[config.mk]
export PLATFORM = sky130hd
export DESIGN_NAME = boot_src_sel
export DESIGN_NICKNAME = d
export VERILOG_FILES = /design/src/rtl/bootsel_pkg.sv /design/src/rtl/bootsel_hold_cnt.sv /design/src/rtl/bootsel_decide.sv /design/src/rtl/bootsel_pin_ctl.sv /design/src/rtl/boot_src_sel.sv
export SDC_FILE = /design/constraint.sdc
export NUM_CORES = 1
export LEC_CHECK = 0
export ABC_CLOCK_PERIOD_IN_PS = 1900
export BUFFER_PORTS_ARGS = -buffer_cell sky130_fd_sc_hd__buf_4
export CAP_MARGIN = 20
export CORE_AREA = 2 2 39 41
export DETAILED_ROUTE_END_ITERATION = 6
export DIE_AREA = 0 0 41 43
export HOLD_SLACK_MARGIN = 0.02
export PLACE_DENSITY_LB_ADDON = 0.05
export SLEW_MARGIN = 0
export SYNTH_ARGS = -nofsm -noshare
export SYNTH_HDL_FRONTEND = slang
export SYNTH_SLANG_ARGS = --single-unit
[constraint.sdc]
create_clock -name clk -period 1.9 [get_ports clk]
set_input_delay 0.19 -clock clk [delete_from_list [all_inputs] [get_ports clk]]
set_output_delay 0.19 -clock clk [all_outputs]
set_load 0.01 [all_outputs]
[src/rtl/bootsel_pkg.sv]
package bootsel_pkg;

  typedef enum logic [0:0] {
    SEL_EVAL = 1'b0,
    SEL_DONE = 1'b1
  } sel_state_e;

  typedef struct packed {
    logic valid;
    logic rom;
  } sel_dec_t;

endpackage

[src/rtl/bootsel_hold_cnt.sv]
module bootsel_hold_cnt #(
  parameter int HOLD_TICKS = 3
) (
  input  logic clk,
  input  logic rst_n,
  input  logic run,
  input  logic tick,
  output logic hit
);
  localparam int CNT_W = (HOLD_TICKS < 2) ? 1 : $clog2(HOLD_TICKS + 1);
  localparam logic [CNT_W-1:0] LAST = CNT_W'(HOLD_TICKS - 1);

  logic [CNT_W-1:0] cnt_q;

  // hit on the edge that carries the final qualifying tick
  assign hit = run && tick && (cnt_q == LAST);

  always_ff @(posedge clk) begin
    if (!rst_n) begin
      cnt_q <= '0;
    end else if (!run) begin
      cnt_q <= '0;
    end else if (tick && (cnt_q != LAST)) begin
      cnt_q <= cnt_q + 1'b1;
    end
  end
endmodule

[src/rtl/bootsel_decide.sv]
module bootsel_decide
  import bootsel_pkg::*;
#(
  parameter int              ADDR_W      = 15,
  parameter logic [ADDR_W-1:0] ROM_START   = '0,
  parameter logic [ADDR_W-1:0] FLASH_START = '0
) (
  input  logic              clk,
  input  logic              rst_n,
  input  logic              force_in,
  input  logic              boot_flag,
  input  logic              hold_hit,
  output logic              evaluating,
  output sel_dec_t          dec,
  output logic [ADDR_W-1:0] start_addr
);
  sel_state_e state_q;

  assign evaluating = (state_q == SEL_EVAL);

  always_ff @(posedge clk) begin
    if (!rst_n) begin
      state_q    <= SEL_EVAL;
      dec        <= '0;
      start_addr <= '0;
    end else if (state_q == SEL_EVAL) begin
      if (!force_in) begin
        // override absent or withdrawn: the stored flag decides
        state_q    <= SEL_DONE;
        dec.valid  <= 1'b1;
        dec.rom    <= ~boot_flag;
        start_addr <= boot_flag ? FLASH_START : ROM_START;
      end else if (hold_hit) begin
        state_q    <= SEL_DONE;
        dec.valid  <= 1'b1;
        dec.rom    <= 1'b1;
        start_addr <= ROM_START;
      end
    end
  end
endmodule

[src/rtl/bootsel_pin_ctl.sv]
module bootsel_pin_ctl (
  input  logic clk,
  input  logic rst_n,
  input  logic force_in,
  output logic sclk_oe,
  output logic force_rd
);
  always_ff @(posedge clk) begin
    if (!rst_n) begin
      sclk_oe  <= 1'b0;
      force_rd <= 1'b0;
    end else begin
      sclk_oe  <= force_in;
      force_rd <= force_in;
    end
  end
endmodule

[src/rtl/boot_src_sel.sv]
module boot_src_sel
  import bootsel_pkg::*;
#(
  parameter int                ADDR_W      = 15,
  parameter int                HOLD_TICKS  = 3,
  parameter logic [ADDR_W-1:0] ROM_START   = '0,
  parameter logic [ADDR_W-1:0] FLASH_START = '0
) (
  input  logic              clk,
  input  logic              rst_n,
  input  logic              cyc_tick,
  input  logic              force_in,
  input  logic              boot_flag,
  output logic              boot_valid,
  output logic              boot_rom,
  output logic [ADDR_W-1:0] start_addr,
  output logic              sclk_oe,
  output logic              force_rd
);
  logic     evaluating;
  logic     hold_hit;
  sel_dec_t dec;

  bootsel_hold_cnt #(.HOLD_TICKS(HOLD_TICKS)) u_hold (
    .clk   (clk),
    .rst_n (rst_n),
    .run   (evaluating && force_in),
    .tick  (cyc_tick),
    .hit   (hold_hit)
  );

  bootsel_decide #(
    .ADDR_W      (ADDR_W),
    .ROM_START   (ROM_START),
    .FLASH_START (FLASH_START)
  ) u_dec (
    .clk        (clk),
    .rst_n      (rst_n),
    .force_in   (force_in),
    .boot_flag  (boot_flag),
    .hold_hit   (hold_hit),
    .evaluating (evaluating),
    .dec        (dec),
    .start_addr (start_addr)
  );

  bootsel_pin_ctl u_pin (
    .clk      (clk),
    .rst_n    (rst_n),
    .force_in (force_in),
    .sclk_oe  (sclk_oe),
    .force_rd (force_rd)
  );

  assign boot_valid = dec.valid;
  assign boot_rom   = dec.rom;
endmodule

==> metrics <==
status complete, no violations; Yosys top cell area share 33.22%; Total Routing Usage GR 7.839%; Critical Path End Type flop; die height 43 um; dominant cells by area after synthesis dfxtp_1 (33%), buf_4 (33%), a2111oi_2 (4.2%), nand2_1 (4.2%), o21a_1 (4.2%); met2 Track Usage GR 10.00%; CP max stage delay 0.35 ns; slowest CP cell dfxtp_1; WL final 556 um; cell taking the most area after synthesis dfxtp_1; PD cells 780.4 nW/um2; reg2reg setup slack 0.63 ns; Starting Density 26.13%; CTS tree yes; async set-or-reset flop fraction in the synthesized netlist 0%; WP depth 5; final setup vio count 0; CTS buffer count 3; Post-Syn Area 361.6 um2; ys flop type dfxtp_1; core area 1384 um2; FMAX 789.2 MHz; Area Overhead vs Synth 9.688%; RSZ-0062 raised after global routing no; number of global-route vias before repair 217; post-route antenna net violation count 0; critical path class reg -> reg; worst hold path class in -> reg; number of synthesized register bits 6; Post-synth EDFFs 0; # fillers 164; gpl congestion 0.6530; Min Clock Period, post-route 1.267 ns; Final TNS setup 0 ns; postcts setup bufs 0; CP required 2.04 ns; Final period util 66.69%; register area share after synthesis 33.22%; max-slew violation count 0; DIE AREA 1763 um2; Synth Warn # 0; grt met3 use 4.712%; Util after Layout 28.66%; Nets 57; Wirelength per Cell 8.554 um; Rows 14; Yosys cell types 15; largest net degree at the start of global routing 6; met1 usage 9.032%; Overall Power 0.3095 mW; Data arrival, critical path 1.41 ns; Peak VDD IR 233.0 uV; initial antenna violation count 0; GRT Residual Overflow 0; CTS H-tree depth 1; Worst Hold Depth 2; DRC Markers 0; CP bufs+invs 1; Register-to-Register Path Depth 5; Final Skew 0.001996 ns; clock tree sinks 6; via density per instance 3.446; crit-path cells inv_1 > ha_1 > nor2b_4 > nor2_2 > a2111oi_2; Bufs on Longest Clock Path 2; first-pass GRT wire length 848 um; GRT busiest layer met2; LEAKAGE 0.2100 nW; die extent in x 41 um; Ports 24; Post-Synthesis Cells 40; Clk Latency, worst-skew pair 0.24 ns; antenna cells 0; number of port buffers 8; DR vias 224; max-cap viol count 0; initial drt markers 1; # hold bufs at CTS 0; startpoint types flop; cts repair resizes 0; top fanout value on the critical path 3; share of cells above drive strength 1 28.57%; CP delay by family, top flip-flops; Root Buffer clkbuf_4; DRT Pass-1 Iters 2; Worst-path clk slew 0.04 ns; Final HPWL DP 477.7 um; Final Hold Violating Endpoints 0; average cell area after synthesis 9.040 um2
==> placed cells by master (no fill, tap or decap) <==
master and instances:
a2111oi_2 1, a21oi_1 1, buf_4 8, clkbuf_4 3
conb_1 15, dfxtp_1 6, ha_1 1, inv_1 2
nand2_1 4, nor2_1 1, nor2_2 1, nor2b_4 1
nor3_1 1, o211a_1 1, o21a_1 2, xnor2_1 1
==> metrics by stage <==
| stage | worst slack (ns) | hold WS, ns | instance area (um2) | std cells |
|---|---|---|---|---|
| floorplan | 0.7258 | 0.3075 | 414.1 | 54 |
| global placement | 0.6776 | 0.4313 | 374.1 | 62 |
| detailed placement | 0.6333 | 0.4313 | 374.1 | 62 |
| CTS | 0.6238 | 0.1727 | 396.6 | 65 |
| global route | 0.5732 | 0.1829 | 396.6 | 65 |
| finish | 0.6329 | 0.1828 | 396.6 | 65 |
==> state kept, by name, indices dropped and copies added, names as in the netlist <==
name           cells
u_dec.dec          2
u_hold.cnt_q       2
u_dec.state_q      1
u_pin.sclk_oe      1
==> synthesized netlist by cell type, drive strengths merged, types with 2 or more instances <==
cell type  number
nand2           4
nor2            2
inv             2
dfxtp           6
buf            16
o21a            2
==> layout make-up <==
cell class                 count  area, um2  area share [%]
sequential                     6      120.1           30.28
inverter                       2      7.507           1.893
multi-input combinational     30      166.4           41.96
clock buffer                   3      22.52           5.678
timing repair buffer           8      60.06           15.14
tap                           16      20.02           5.047
==> where the power goes <==
part | internal (mW) | switching, mW | total (mW)
Sequential | 0.134 | 0.00578 | 0.140
Clock | 0.0714 | 0.0449 | 0.116
Combinational | 0.0226 | 0.0306 | 0.0532
Total | 0.228 | 0.0813 | 0.310
==> routing by layer <==
metal	part of all wire, %	wire length, um	up-vias
met5	0	0	-
met4	0	0	0
met3	5.2	29	0
met2	54	303	6
met1	40	223	102
li1	-	-	116
==> cells by family (layout without fill, tap and decap cells) <==
kind of cell	count (synthesis)	count (layout)	share of synthesized area (%)
AOI/OAI and AO/OA	5	5	12.45
xor gates and xnor gates	1	1	2.423
adders and majority gates	1	1	3.460
buffers and inverters	18	13	35.30
DFF	6	6	33.22
other	1	15	1.037
and+or+nand+nor	8	8	12.11
==> path summary, 6_finish.rpt <==
| path | endpoint | from |
|---|---|---|
| worst max-delay path | u_hold.cnt_q[1]$_SDFFE_PN0P_ | u_hold.cnt_q[0]$_SDFFE_PN0P_ |
| worst min register to register | u_dec.dec[1]$_SDFFE_PN0P_ | u_dec.dec[1]$_SDFFE_PN0P_ |
| worst max register to register | u_hold.cnt_q[1]$_SDFFE_PN0P_ | u_hold.cnt_q[0]$_SDFFE_PN0P_ |
| worst min-delay path | u_dec.state_q$_SDFF_PN0_ | rst_n |
Note: power is estimated with default switching activity, not from simulation.
